`src/rtl/trace_row_pkg.sv`:
```
package trace_row_pkg;
  localparam int WORD_W  = 32;
  localparam int TAG_W   = 16;
  localparam int TAG8_W  = 8;
  localparam int TMR1_W  = 45;
  localparam int TMR2_W  = 29;
  localparam int LO_TS_W = WORD_W - 3;
  localparam int HI_TS_W = TMR1_W - LO_TS_W;
  localparam int PC_KEEP = WORD_W - 2;
  localparam int NUM_TMR = 2;

  typedef struct packed {
    logic [WORD_W-1:0] hi;
    logic [WORD_W-1:0] lo;
  } row_t;

  typedef enum logic {
    CAP_TIMER = 1'b0,
    CAP_PC    = 1'b1
  } cap_mode_e;

  typedef enum logic {
    EV_REG = 1'b0,
    EV_TAG = 1'b1
  } ev_kind_e;
endpackage

```
`src/rtl/trace_row_packer.sv`:
```
module trace_row_packer
  import trace_row_pkg::*;
(
  input  cap_mode_e                mode,
  input  ev_kind_e                 kind,
  input  logic                     tag_wide,
  input  logic [WORD_W-1:0]        data,
  input  logic [WORD_W-1:0]        pc,
  input  logic [TMR1_W-1:0]        t1,
  input  logic [TMR2_W-1:0]        t2,
  input  logic                     t1_flag,
  input  logic                     t2_flag,
  input  logic                     fifo_flag,
  output row_t                     row
);
  logic [TAG_W-1:0] tag_field;

  always_comb begin
    if (tag_wide) begin
      tag_field = data[TAG_W-1:0];
    end else begin
      tag_field = {{(TAG_W-TAG8_W){1'b0}}, data[TAG8_W-1:0]};
    end
  end

  always_comb begin
    row = '0;
    if (mode == CAP_PC) begin
      row.lo = {pc[PC_KEEP:1], fifo_flag, kind};
      if (kind == EV_TAG) begin
        row.hi = {{(WORD_W-TAG_W){1'b0}}, tag_field};
      end else begin
        row.hi = data;
      end
    end else if (kind == EV_TAG) begin
      row.lo = {t1[LO_TS_W-1:0], t1_flag, fifo_flag, 1'b1};
      row.hi = {t1[TMR1_W-1:LO_TS_W], tag_field};
    end else begin
      row.lo = {t2, t2_flag, fifo_flag, 1'b0};
      row.hi = data;
    end
  end
endmodule

```
`src/rtl/trace_flag_keeper.sv`:
```
module trace_flag_keeper
  import trace_row_pkg::*;
(
  input  logic               clk,
  input  logic               rst_n,
  input  cap_mode_e          mode,
  input  ev_kind_e           kind,
  input  logic               accept,
  input  logic               drop,
  input  logic [NUM_TMR-1:0] tmr_wrap,
  output logic               fifo_flag_q,
  output logic [NUM_TMR-1:0] tmr_flag_q
);
  logic               fifo_flag_d;
  logic [NUM_TMR-1:0] tmr_flag_d;
  logic [NUM_TMR-1:0] tmr_consume;

  always_comb begin
    fifo_flag_d = fifo_flag_q;
    if (drop) begin
      fifo_flag_d = 1'b1;
    end else if (accept) begin
      fifo_flag_d = 1'b0;
    end
  end

  always_ff @(posedge clk or negedge rst_n) begin
    if (!rst_n) begin
      fifo_flag_q <= 1'b0;
    end else if (drop || accept) begin
      fifo_flag_q <= fifo_flag_d;
    end
  end

  // Timer 0 pairs with tag rows and timer 1 with register rows.
  for (genvar i = 0; i < NUM_TMR; i++) begin : g_tmr
    localparam ev_kind_e OWN_KIND = (i == 0) ? EV_TAG : EV_REG;

    assign tmr_consume[i] = accept && (mode == CAP_TIMER) && (kind == OWN_KIND);

    always_comb begin
      tmr_flag_d[i] = tmr_wrap[i] | (tmr_flag_q[i] & ~tmr_consume[i]);
    end

    always_ff @(posedge clk or negedge rst_n) begin
      if (!rst_n) begin
        tmr_flag_q[i] <= 1'b0;
      end else if (tmr_wrap[i] || tmr_consume[i]) begin
        tmr_flag_q[i] <= tmr_flag_d[i];
      end
    end

    AST_WRAP_SETS: assert property (@(posedge clk) disable iff (!rst_n)
      tmr_wrap[i] |=> tmr_flag_q[i]);
  end

  AST_DROP_STICKY: assert property (@(posedge clk) disable iff (!rst_n)
    drop |=> fifo_flag_q);
  AST_ACCEPT_CLEARS: assert property (@(posedge clk) disable iff (!rst_n)
    accept |=> !fifo_flag_q);
endmodule

```
`src/rtl/trace_read_gate.sv`:
```
module trace_read_gate (
  input  logic clk,
  input  logic rst_n,
  input  logic rd_lo,
  input  logic rd_hi,
  input  logic empty,
  output logic pop
);
  logic lo_seen_q;
  logic lo_seen_d;

  assign pop = rd_hi && lo_seen_q && !empty;

  always_comb begin
    if (pop) begin
      lo_seen_d = 1'b0;
    end else begin
      lo_seen_d = lo_seen_q | (rd_lo & ~empty);
    end
  end

  always_ff @(posedge clk or negedge rst_n) begin
    if (!rst_n) begin
      lo_seen_q <= 1'b0;
    end else if (pop || rd_lo) begin
      lo_seen_q <= lo_seen_d;
    end
  end

  AST_POP_AFTER_LO: assert property (@(posedge clk) disable iff (!rst_n)
    pop |=> !lo_seen_q || $past(rd_lo));
endmodule

```
`src/rtl/trace_row_store.sv`:
```
module trace_row_store
  import trace_row_pkg::*;
#(
  parameter int DEPTH = 16
) (
  input  logic clk,
  input  logic rst_n,
  input  logic push,
  input  logic pop,
  input  row_t wr_row,
  output row_t head_row,
  output logic empty,
  output logic full
);
  localparam int AW = (DEPTH > 1) ? $clog2(DEPTH) : 1;
  localparam logic [AW:0]   LVL_FULL = (AW+1)'(DEPTH);
  localparam logic [AW-1:0] PTR_LAST = AW'(DEPTH - 1);

  row_t            mem_q [DEPTH];
  logic [AW-1:0]   wr_ptr_q, wr_ptr_d;
  logic [AW-1:0]   rd_ptr_q, rd_ptr_d;
  logic [AW:0]     level_q, level_d;

  function automatic logic [AW-1:0] ptr_next(input logic [AW-1:0] p);
    return (p == PTR_LAST) ? '0 : p + 1'b1;
  endfunction

  assign empty    = (level_q == '0);
  assign full     = (level_q == LVL_FULL);
  assign head_row = mem_q[rd_ptr_q];

  always_comb begin
    wr_ptr_d = push ? ptr_next(wr_ptr_q) : wr_ptr_q;
    rd_ptr_d = pop  ? ptr_next(rd_ptr_q) : rd_ptr_q;
    level_d  = level_q;
    if (push && !pop) begin
      level_d = level_q + 1'b1;
    end else if (pop && !push) begin
      level_d = level_q - 1'b1;
    end
  end

  always_ff @(posedge clk or negedge rst_n) begin
    if (!rst_n) begin
      wr_ptr_q <= '0;
      rd_ptr_q <= '0;
      level_q  <= '0;
    end else if (push || pop) begin
      wr_ptr_q <= wr_ptr_d;
      rd_ptr_q <= rd_ptr_d;
      level_q  <= level_d;
    end
  end

  always_ff @(posedge clk) begin
    if (push) begin
      mem_q[wr_ptr_q] <= wr_row;
    end
  end

  AST_NO_PUSH_FULL: assert property (@(posedge clk) disable iff (!rst_n)
    full |-> !(push && !pop));
  AST_EMPTY_NO_POP: assert property (@(posedge clk) disable iff (!rst_n)
    empty |-> !pop);
  AST_KEEP_LEVEL: assert property (@(posedge clk) disable iff (!rst_n)
    (push && pop) |=> (full == $past(full)) && !empty);
  AST_ONE_ROW: assert property (@(posedge clk) disable iff (!rst_n)
    (push && !pop) |=> !empty);
endmodule

```
`src/rtl/trace_row_fifo.sv`:
```
module trace_row_fifo
  import trace_row_pkg::*;
#(
  parameter int DEPTH = 16
) (
  input  logic                 clk,
  input  logic                 rst_n,
  input  logic                 cfg_pc_mode,
  input  logic                 evt_valid,
  input  logic                 evt_is_tag,
  input  logic                 evt_tag_wide,
  input  logic [WORD_W-1:0]    evt_data,
  input  logic [WORD_W-1:0]    evt_pc,
  input  logic [TMR1_W-1:0]    tmr1_count,
  input  logic                 tmr1_wrap,
  input  logic [TMR2_W-1:0]    tmr2_count,
  input  logic                 tmr2_wrap,
  input  logic                 rd_lo,
  input  logic                 rd_hi,
  output logic [WORD_W-1:0]    rd_lo_data,
  output logic [WORD_W-1:0]    rd_hi_data,
  output logic                 fifo_empty,
  output logic                 fifo_full
);
  logic               rst_meta_q, rst_sync_q;
  logic               pop, accept, drop;
  logic               fifo_flag;
  logic [NUM_TMR-1:0] tmr_flag;
  cap_mode_e          mode;
  ev_kind_e           kind;
  row_t               new_row;
  row_t               head_row;

  // Reset asserts at once and is released through two flops.
  always_ff @(posedge clk or negedge rst_n) begin
    if (!rst_n) begin
      rst_meta_q <= 1'b0;
      rst_sync_q <= 1'b0;
    end else begin
      rst_meta_q <= 1'b1;
      rst_sync_q <= rst_meta_q;
    end
  end

  assign mode   = cap_mode_e'(cfg_pc_mode);
  assign kind   = ev_kind_e'(evt_is_tag);
  assign accept = evt_valid && (!fifo_full || pop);
  assign drop   = evt_valid && fifo_full && !pop;

  trace_read_gate u_gate (
    .clk   (clk),
    .rst_n (rst_sync_q),
    .rd_lo (rd_lo),
    .rd_hi (rd_hi),
    .empty (fifo_empty),
    .pop   (pop)
  );

  trace_flag_keeper u_flags (
    .clk         (clk),
    .rst_n       (rst_sync_q),
    .mode        (mode),
    .kind        (kind),
    .accept      (accept),
    .drop        (drop),
    .tmr_wrap    ({tmr2_wrap, tmr1_wrap}),
    .fifo_flag_q (fifo_flag),
    .tmr_flag_q  (tmr_flag)
  );

  trace_row_packer u_pack (
    .mode      (mode),
    .kind      (kind),
    .tag_wide  (evt_tag_wide),
    .data      (evt_data),
    .pc        (evt_pc),
    .t1        (tmr1_count),
    .t2        (tmr2_count),
    .t1_flag   (tmr_flag[0]),
    .t2_flag   (tmr_flag[1]),
    .fifo_flag (fifo_flag),
    .row       (new_row)
  );

  trace_row_store #(.DEPTH(DEPTH)) u_store (
    .clk      (clk),
    .rst_n    (rst_sync_q),
    .push     (accept),
    .pop      (pop),
    .wr_row   (new_row),
    .head_row (head_row),
    .empty    (fifo_empty),
    .full     (fifo_full)
  );

  assign rd_lo_data = head_row.lo;
  assign rd_hi_data = head_row.hi;

  AST_TYPE_BIT: assert property (@(posedge clk) disable iff (!rst_sync_q)
    accept |-> (new_row.lo[0] == evt_is_tag));
  AST_PC_RSVD: assert property (@(posedge clk) disable iff (!rst_sync_q)
    (accept && cfg_pc_mode && evt_is_tag) |-> (new_row.hi[WORD_W-1:TAG_W] == '0));
  AST_NARROW_TAG: assert property (@(posedge clk) disable iff (!rst_sync_q)
    (accept && evt_is_tag && !evt_tag_wide) |-> (new_row.hi[TAG_W-1:TAG8_W] == '0));
endmodule

```
`config.mk`:
```
export PLATFORM = sky130hd
export DESIGN_NAME = trace_row_fifo
export DESIGN_NICKNAME = d
export VERILOG_FILES = /design/src/rtl/trace_row_pkg.sv /design/src/rtl/trace_row_packer.sv /design/src/rtl/trace_flag_keeper.sv /design/src/rtl/trace_read_gate.sv /design/src/rtl/trace_row_store.sv /design/src/rtl/trace_row_fifo.sv
export SDC_FILE = /design/constraint.sdc
export NUM_CORES = 1
export LEC_CHECK = 0
export BUFFER_PORTS_ARGS = -buffer_cell sky130_fd_sc_hd__buf_2
export CAP_MARGIN = 20
export CORE_AREA = 2 2 289 291
export CTS_BUF_LIST = sky130_fd_sc_hd__clkbuf_8 sky130_fd_sc_hd__clkbuf_16
export DETAILED_ROUTE_END_ITERATION = 16
export DIE_AREA = 0 0 291 293
export PLACE_DENSITY_LB_ADDON = 0.05
export SYNTH_ARGS = -nofsm -noshare
export SYNTH_HDL_FRONTEND = slang
export SYNTH_SLANG_ARGS = --single-unit
```
`constraint.sdc`:
```
create_clock -name clk -period 2.1 [get_ports clk]
set_clock_uncertainty 0.2 [all_clocks]
set_input_delay 0.21 -clock clk [delete_from_list [all_inputs] [get_ports clk]]
set_output_delay 0.21 -clock clk [all_outputs]
set_load 0.02 [all_outputs]
```
======== Word-level counts from Yosys, hierarchy flattened ========
Memory sizes are Yosys's and may differ from the RTL's.
Cells that the tools add are included.
storage, ports and cells
  register bits after elaboration ......... 19
  latch bits .............................. 0
  RAM bits ................................ 1024
  ROM bits ................................ 0
  bits of input ports ..................... 148
  output and inout port bits .............. 66
  logic and storage cells ................. 68
  memories kept ........................... 1
operators by class
  add/subtract/negate cells ............... 4
  multipliers ............................. 0
  div/mod/pow operators ................... 0
  $lt $le $gt $ge ......................... 0
  eq/ne operators ......................... 3
  shift operators ......................... 0
  mux-type cells .......................... 13
  bitwise logic cells ..................... 11
  reductions and logical operators ........ 27
memory list
  memory         depth  width  rd ports  clocked after Yosys merged registers in  write ports  line                   RTL
  u_store.mem_q  16     64     1         0                                        1            trace_row_store.sv:19  row_t mem_q [DEPTH];
operators by type and width
  kind                                              number
  2-to-1 mux 64 bit                                 2
  2-to-1 mux 32 bit                                 1
  2-to-1 mux 16 bit                                 1
  logical AND 1 bit                                 10
  2-to-1 mux 5 bit                                  2
  adder 4 x 1 -> 4 bit, second input constant       2
  equality test 4 bit, second input constant        2
  2-to-1 mux 4 bit                                  2
  AND reduction 2 bit                               4
  logical OR 1 bit                                  6
  adder 5 x 1 -> 5 bit, second input constant       1
  equality test 5 bit, second input constant        1
  logical NOT 5 bit                                 1
  2-to-1 mux 1 bit                                  5
  NOT 1 bit                                         5
  subtractor 5 x 1 -> 5 bit, second input constant  1
  logical NOT 1 bit                                 4
  nonzero test 2 bit                                2
  AND 1 bit                                         3
  bitwise OR 1 bit                                  3

======== Depth between registers and ports, before layout ========
Gate-level depths: netlist of the first run.
  depth after elaboration ................. 10
  mapped depth ............................ 12
  mapped depth without buffers ............ 10

======== Modules after synthesis ========
From an unflattened synthesis of the first run, not the netlist that was laid out.
unflattened totals
  cells, all modules ...................... 1970
  area, all modules ....................... 41058.1 um^2
modules (own cells, without submodules)
  module             instances  cells an instance  area each (um^2)  sequential area each (um^2)
  trace_row_store    1          1806               39844.5           31074.8
  trace_row_packer   1          142                957.2             0.0
  trace_flag_keeper  1          10                 123.9             75.1
  trace_row_fifo     1          6                  71.3              50.0
  trace_read_gate    1          6                  61.3              25.0

======== Least setup slack after synthesis of the first run ========
Ideal clock, no wire load.
  path kind ............................... register to register
  from .................................... register u_store.level_q[0]
  to ...................................... memory u_store.mem_q[1][0] (netlist name), enable pin
  setup time .............................. 0.644 ns
  arrival time ............................ 6.917 ns
  path slack .............................. -5.661 ns
  stages on the path, launching flop included .. 6
  path through ............................ dfrtp_1 > or4_4 > buf_6 > o31ai_4 > buf_6 > nor4_1
on the way
  word-level cells in the longest chain between the ends .. 7
  elaborated cells between the ends (all ways) .. 9
ends and longest elaborated chain
  what                                        line                   RTL
  from (decl)                                 trace_row_store.sv:22  logic [AW:0] level_q, level_d;
  from (signal assigned)                      trace_row_store.sv:51  level_q <= level_d;
  logical NOT 5 bit                           trace_row_store.sv:28  assign empty = (level_q == '0);
  logical NOT 1 bit                           trace_read_gate.sv:12  assign pop = rd_hi && lo_seen_q && !empty;
  logical AND 1 bit                           trace_read_gate.sv:12
  logical OR 1 bit (*)                        trace_row_fifo.sv:47   assign accept = evt_valid && (!fifo_full || pop);
  logical AND 1 bit (*)                       trace_row_fifo.sv:47
  2-to-1 mux 1 bit (*)                        trace_row_store.sv:56  if (push) begin
  2-to-1 mux 1 bit (implied by the code) (*)  trace_row_store.sv:57  mem_q[wr_ptr_q] <= wr_row;
  to (decl)                                   trace_row_store.sv:19
Every way passes the cells marked *; elsewhere a longest branch is shown, timed or not.

======== Worst setup path in the final report of the first run ========
  from .................................... register u_store.rd_ptr_q[0]
  to ...................................... output rd_lo_data[18]
on the way
  word-level cells in the longest chain between the ends .. 1
ends and longest elaborated chain
  what                    line                   RTL
  from (decl)             trace_row_store.sv:21  logic [AW-1:0] rd_ptr_q, rd_ptr_d;
  from (signal assigned)  trace_row_store.sv:50  rd_ptr_q <= rd_ptr_d;
  memory (16 x 64 bit)    -
  to (decl)               trace_row_fifo.sv:20   output logic [WORD_W-1:0] rd_lo_data,
Every way passes these cells.

==> impl_metrics.py, run 1 <==
metrics = {
    "place": {
        "portBuffers": 211,
        "post-place-cells": 3553,
        "gp_congestion": 0.794,
        "dpl.hpwl_um": 61000,
        "dpl_worst_slack_ns": -0.758,
    },
    "sta": {
        "setup_slack_ns": -1.02,
        "worst_pin_slew_ns": 1.19,
        "fmax_mhz": 321,
        "holdWs_ns": -0.0282,
        "setup_viol": 1097,
        "finalCritPeriodShare_pct": 148,
        "rsz0062_at_grt": "true",
        "relSlewSlack_pct": 20.4,
        "hold_viol": 1,
        "slew_viol_final": 0,
        "finalCriticalPeriod_ns": 3.12,
    },
    "final_layout": {
        "fill_cells": 5390,
        "fin_nets": 2975,
        "n_antenna_cell": 0,
        "instances_no_fill": 3978,
        "layout-area-overhead-vs-synth_pct": 33.9,
        "drive_gt1_share_pct": 39.4,
    },
    "floorplan": {
        "dieArea_mm2": 0.0853,
        "row_count": 105,
        "io_pins": 214,
        "die_width_um": 291,
        "start_util_pct": 50.0,
        "die_h_um": 293,
        "core_area_mm2": 0.0818,
    },
    "power_and_ir_drop": {
        "cellLeakagePower_nw": 19.4,
        "powerDensity_mw_per_mm2": 1420,
        "ir_drop_v": 0.00102,
    },
    "clock_network": {
        "clk_pin_slew_worst_paths_ns": 0.06,
        "cts_tree": "built",
        "htree_num_levels": 3,
        "clock-root-buffer": "clkbuf_16",
        "ctsLongestPathBuffers": 3,
        "clkLatencyLatePin_ns": 0.64,
        "cts_buffers": 108,
        "cts_num_sinks": 1043,
    },
    "drt": {
        "finalWirelength_um": 110000,
        "via_per_inst": 5.86,
        "drt_iter0_drc": 2292,
        "via_count": 23300,
        "drtAntennaViolNets": 0,
        "avgRoutedWirePerCell_um": 27.8,
        "drc_errors": 0,
        "drtPass1Iterations": 5,
    },
    "yosys": {
        "synth_area_mm2": 0.0409,
        "async_flop_share_pct": 1.82,
        "synth_edf_count": 1024,
        "ys.warnings.count": 0,
        "synthesis.nets": 2276,
        "synth.lib_cells_used.distinct": 45,
        "seq_area_frac_synth_pct": 76.4,
        "synth_flop_cell": "edfxtp_1",
        "syn_avg_cell_area_um2": 19.3,
        "syn_inst": 2117,
        "ys_seq_elements": 1043,
    },
    "worst_setup_path": {
        "worstSetupPathType": "flop to primary output",
        "crit_fanout": 7,
        "r2r_slack_ns": -0.77,
        "r2r_start": "u_store.level_q[0]",
        "start_kind": "flop",
        "cp.arrival_ns": 2.71,
        "cp.required_ns": 1.69,
        "end_kind": "primary output",
        "timing.rr.end": "u_store.level_q[4]",
        "reg2reg_depth": 10,
    },
    "grt": {
        "grt_pass1_vias": 23500,
        "grt_pass1_wl_um": 150000,
        "overflow": 0,
        "grtUsageTotal_pct": 23.9,
        "grt_max_degree": 59,
        "antenna_found_initial": 0,
    },
    "worst_hold_path": {
        "min_delay_worst_endpoint": "u_flags.fifo_flag_q",
        "hp-class": "primary input to flop",
        "min_path_cells": 6,
        "min_from": "rd_hi",
    },
    "status": {
        "violations": "negative hold slack, negative setup slack",
        "status": "finished with violations",
    },
    "run": {
        "maxCapViolCount": 0,
    },
}
## metrics by stage
step           TNS (ns)  power, W  util (%)  instance area [um2]  hold slack (ns)
2_1_floorplan   -903.01    0.0399         -                41000           -0.286
5_1_grt         -488.70    0.0806      66.9                54700          -0.0379
4_1_cts         -368.76    0.0725      63.1                51700          -0.0390
6_report        -444.21    0.0777      66.9                54700          -0.0282
3_5_place_dp    -412.52    0.0505      56.5                46300           -0.200
3_3_place_gp    -378.24    0.0502      56.5                46300           -0.202
## cells in the final DEF (no fill, tap or decap), types with 4 or more instances in the layout
cell,count
buf_16,16
a22oi_1,27
dfrtp_1,15
dlygate4sd3_1,104
dfrtp_4,4
inv_1,39
buf_2,153
edfxtp_1,1024
and2_1,8
buf_4,203
buf_6,73
buf_12,109
nand2_2,24
mux2i_2,7
clkinv_2,26
clkbuf_8,5
nand2_1,94
and2_4,10
clkinv_1,23
o21ai_0,55
a221oi_2,110
bufinv_16,14
a22oi_2,37
mux4_2,128
clkbuf_16,146
a21o_1,4
mux2i_1,278
mux2_4,4
nor4_4,4
a221oi_4,14
buf_8,16
a221oi_1,4
o21ai_1,55
nor2_4,8
ha_1,7
## power by group
group,internal [W],switching (W),total (W)
Sequential,0.0251,0.000563,0.0257
Clock,0.0114,0.00788,0.0193
Combinational,0.0156,0.0172,0.0328
Total,0.0521,0.0256,0.0777
## flip-flops by register name, summed over array words and instances, names as in the netlist
name	flops
rst_sync_q	1
u_store.rd_ptr_q	4
u_store.level_q	5
u_gate.lo_seen_q	1
u_flags.tmr_flag_q	2
u_store.wr_ptr_q	4
u_store.mem_q	1024
u_flags.fifo_flag_q	1
rst_meta_q	1
## worst max-delay path: stages, from the launching register on
cell and delay, ns:
dfrtp_4 0.52, buf_12 0.17, clkbuf_16 0.18, clkbuf_16 0.18, mux2i_1 0.14, a221oi_2 0.43
a22oi_1 0.15, nand2_1 0.15, buf_6 0.14
## kinds of logic after synthesis
logic type | count (synthesis) | share of synthesized area, %
multiplexers | 419 | 14.2
flip-flops | 1043 | 76.4
AND/OR/NAND/NOR | 161 | 1.72
adder cells (fa/ha/maj) | 11 | 0.355
AO/OA/AOI/OAI | 322 | 5.62
XOR/XNOR | 6 | 0.129
buffers and inverters | 154 | 1.60
other | 1 | 0.00917
## cells in the mapped netlist, types with 2 or more instances
master | instances | area, um2
clkbuf_1 | 73 | 274
a221oi_1 | 128 | 1120
xor2_1 | 2 | 17.5
nor2b_1 | 2 | 12.5
a21o_1 | 4 | 30.0
buf_6 | 2 | 22.5
xnor2_1 | 4 | 35.0
ha_1 | 10 | 125
buf_2 | 44 | 220
inv_1 | 26 | 97.6
edfxtp_1 | 1024 | 30700
mux2_4 | 2 | 30.0
buf_1 | 6 | 22.5
o21ai_0 | 111 | 556
o31ai_1 | 2 | 15.0
and2_1 | 18 | 113
nand2_1 | 118 | 443
nor4_1 | 4 | 25.0
dfrtp_1 | 19 | 475
mux4_2 | 128 | 2880
nand2b_1 | 2 | 12.5
nor3_1 | 2 | 10.0
a21oi_1 | 6 | 30.0
mux2_2 | 2 | 22.5
mux2i_1 | 287 | 2870
nor2_1 | 9 | 33.8
a22oi_1 | 64 | 480
## layer usage
metal	global-route usage, %	wire, um	vias to the layer above
li1	-	-	10200
met1	35.0	49400	12300
met2	38.2	52400	737
met3	4.19	6850	130
met4	5.12	1800	0
met5	0	0	-
## worst max path at each step
| stage | slack, ns | start | to |
|---|---|---|---|
| 2_1_floorplan | -1.46 | u_store.level_q[0] | u_store.mem_q[0][0] |
| 3_3_place_gp | -0.73 | u_store.level_q[2] | u_store.level_q[4] |
| 3_5_place_dp | -0.76 | u_store.level_q[2] | u_store.level_q[4] |
| 4_1_cts | -1.04 | u_store.rd_ptr_q[0] | rd_lo_data[5] |
| 5_1_grt | -1.08 | u_store.rd_ptr_q[0] | rd_hi_data[0] |
| 6_report | -1.02 | u_store.rd_ptr_q[0] | rd_lo_data[18] |
## layout make-up
cell class                 count  area [um2]  share of cell area [%]
clock buffer                 114        2820                    5.15
multi-input combinational    924       10500                    19.2
sequential                  1043       31200                    57.1
clock inverter                88         791                    1.44
tap                         1070        1340                    2.45
inverter                      28         111                   0.203
timing repair buffer         711        7920                    14.5
## what timing repair did
| item | in CTS | in global routing |
|---|---|---|
| resized for setup | 152 | 330 |
| cloned | 6 | 43 |
| hold buffers | 70 | 34 |
| endpoints found under the setup margin | 1099 | 1140 |
| hold endpoints to repair | 652 | 185 |
| buffers inserted | 15 | 48 |
| pin swaps | 20 | 152 |
Note: power is estimated with default switching activity, not from simulation.
==> run 2, diff against run 1 <==
Settings changed: RECOVER_POWER set to 25.
Clock period 2.1 ns to 3.05 ns, I/O delays scaled along.
==> impl_metrics.py, run 2 (synthesis gave the netlist of run 1 again) <==
metrics = {
    "place": {
        "dpl.hpwl_um": 52100,
        "portBuffers": 211,
        "gp_congestion": 0.752,
        "dpl_worst_slack_ns": 0.0392,
        "dpl_cell_area_mm2": 0.0444,
    },
    "sta": {
        "fmax_mhz": 312,
        "worst_pin_slew_ns": 1.55,
        "finalCritPeriodShare_pct": 105,
        "slew_viol_final": 23,
        "setup_slack_ns": -0.152,
        "tns_ns": -3.20,
        "hold_viol": 0,
        "finalCriticalPeriod_ns": 3.20,
        "relSlewSlack_pct": -3.22,
        "setup_viol": 46,
        "rsz0062_at_grt": "true",
    },
    "worst_setup_path": {
        "crit_slowest_cell": "mux4_2",
        "start_kind": "flop",
        "cp.required_ns": 2.54,
        "critPathBufInv": 4,
        "r2r_start": "u_store.level_q[1]",
        "critical_path.top_delay_family": "buffers and inverters",
        "slowest_delay_ns": 0.51,
        "cp.arrival_ns": 2.70,
        "end_kind": "primary output",
        "r2r_slack_ns": 0.09,
        "path_common_cell": "buf_12",
        "timing.rr.end": "u_store.level_q[3]",
        "reg2reg_depth": 10,
        "crit_fanout": 15,
        "crit_path_cell_trace": "buf_12, buf_12, bufbuf_16, mux4_2, a22oi_1, nand2_1, buf_2",
        "worstSetupPathType": "flop to primary output",
    },
    "grt": {
        "grtUsageTotal_pct": 24.2,
        "overflow": 0,
        "antenna_found_initial": 1,
        "grt_pass1_wl_um": 150000,
        "grt_pass1_vias": 23000,
        "grt_max_degree": 45,
    },
    "status": {
        "status": "finished with violations",
        "violations": "max-capacitance violations, max-slew violations, negative setup slack",
    },
    "power_and_ir_drop": {
        "power_w": 0.0504,
        "combPwrFrac_pct": 41.3,
        "cellLeakagePower_nw": 17.8,
        "powerDensity_mw_per_mm2": 980,
        "pwr-share-clk_pct": 23.5,
        "p_int_w": 0.0333,
        "p_switching_w": 0.0171,
        "netSwitchingFraction_pct": 33.9,
        "seqPwrFrac_pct": 35.2,
        "ir_drop_v": 0.000581,
    },
    "final_layout": {
        "drive_gt1_share_pct": 33.3,
        "fin_nets": 2749,
        "n_antenna_cell": 0,
        "final_cell_mix": "1024 x edfxtp_1, 276 x mux2i_1, 148 x buf_2",
        "top_regs": "u_store.mem_q: 1024 flops, u_store.level_q: 5 flops",
        "design_area_mm2": 0.0514,
        "largest_register": "u_store.mem_q",
        "regArea_mm2": 0.0312,
        "multiInputGateArea_mm2": 0.0104,
        "fill_cells": 5760,
        "final_core_utilization_pct": 62.8,
        "mostFrequentLayoutCell": "edfxtp_1",
        "layout-area-overhead-vs-synth_pct": 25.7,
        "largest_reg_flops": 1024,
    },
    "drt": {
        "avgRoutedWirePerCell_um": 28.6,
        "finalWirelength_um": 107000,
        "via_per_inst": 6.00,
        "drt_iter0_drc": 1817,
        "drtAntennaViolNets": 0,
        "via_count": 22500,
        "drc_errors": 0,
        "drtPass1Iterations": 5,
    },
    "worst_hold_path": {
        "hp-class": "primary input to flop",
        "min_path_cells": 4,
        "min_delay_worst_endpoint": "u_gate.lo_seen_q",
        "min_from": "rd_hi",
    },
    "clock_network": {
        "clkLatencyLatePin_ns": 0.64,
        "clk_pin_slew_worst_paths_ns": 0.06,
        "ctsLongestPathBuffers": 3,
        "htree_num_levels": 3,
        "cts_buffers": 106,
        "cts_tree": "built",
        "cts_num_sinks": 1043,
        "clock-root-buffer": "clkbuf_16",
    },
    "floorplan": {
        "core_area_mm2": 0.0818,
        "start_util_pct": 50.0,
        "die_h_um": 293,
        "row_count": 105,
        "io_pins": 214,
        "die_width_um": 291,
        "dieArea_mm2": 0.0853,
    },
    "run": {
        "maxCapViolCount": 1,
    },
}
-- run 2: cell types whose count changed in the layout (fill, tap and decap cells not counted), moves of 12 or more --
| cell | change |
|---|---|
| buf_4 | -112 |
| buf_12 | -61 |
| dlygate4sd3_1 | -42 |
| clkbuf_1 | +27 |
| clkbuf_16 | -19 |
| buf_6 | -16 |
| buf_16 | +13 |
| buf_8 | -13 |
| o21ai_0 | +13 |
| bufinv_16 | -12 |
| inv_1 | +12 |
| o21ai_1 | -12 |
-- run 2: worst max path at each step --
stage / startpoint / to / slack, ns / depth (start not counted)
final: u_store.rd_ptr_q[0] / rd_hi_data[14] / -0.15 / 7
after global routing: u_store.rd_ptr_q[0] / rd_lo_data[29] / -0.22 / 9
after CTS: u_store.rd_ptr_q[0] / rd_lo_data[14] / -0.17 / 6
after detailed placement: u_store.level_q[1] / u_store.level_q[4] / 0.04 / 10
after global placement: u_store.level_q[1] / u_store.level_q[3] / 0.08 / 10
after floorplan: u_store.level_q[0] / u_store.mem_q[0][0] / -0.51 / 5
-- run 2: layout make-up --
type | count | area share (%)
multi-input cells | 921 | 20.2
inverters | 28 | 0.219
well taps | 1070 | 2.60
flip-flops and latches | 1043 | 60.8
repair buffers | 490 | 9.98
clock buffers | 112 | 5.39
clock inverters | 84 | 0.789
-- run 2: power groups by stage --
stage	Combinational [W]	Clock, W	Sequential (W)
after detailed placement	0.0148	0	0.0180
after CTS	0.0178	0.0121	0.0177
after global routing	0.0219	0.0127	0.0178
after global placement	0.0147	0	0.0179
after floorplan	0.00957	0	0.0179
final	0.0208	0.0119	0.0177
-- run 2: per-layer routing --
metal | part of all wire (%) | wire length (um) | global-route usage [%] | vias up
li1 | - | - | - | 9758
met1 | 43 | 46500 | 33.6 | 11900
met2 | 49 | 52100 | 40.0 | 728
met3 | 5.8 | 6220 | 3.87 | 144
met4 | 2.2 | 2370 | 6.87 | 0
met5 | 0 | 0 | 0 | -
-- run 2: per-stage QoR --
step                instances  hold WS, ns
global route             3748       0.0339
finish                   3748       0.0105
floorplan                2117       -0.191
global placement         3399       -0.109
CTS                      3696      0.00248
detailed placement       3404       -0.108
-- run 2: timing repair --
action / CTS / global route
pin swaps: 39 / 154
gates cloned: 19 / 21
buffers inserted: 15 / 32
hold buffers: 62 / 0
hold endpoints to repair: 690 / 0
endpoints found under the setup margin: 64 / 66
resized for setup: 189 / 238
-- run 2: worst reg2reg max path: stages (launching register included) --
cell and delay, ns:
dfrtp_2 0.42, or4_4 0.56, o31ai_4 0.25, inv_4 0.08, ha_1 0.23, inv_2 0.13, ha_1 0.25, a21o_1 0.20
a21oi_2 0.17, xnor2_1 0.09, mux2_2 0.26
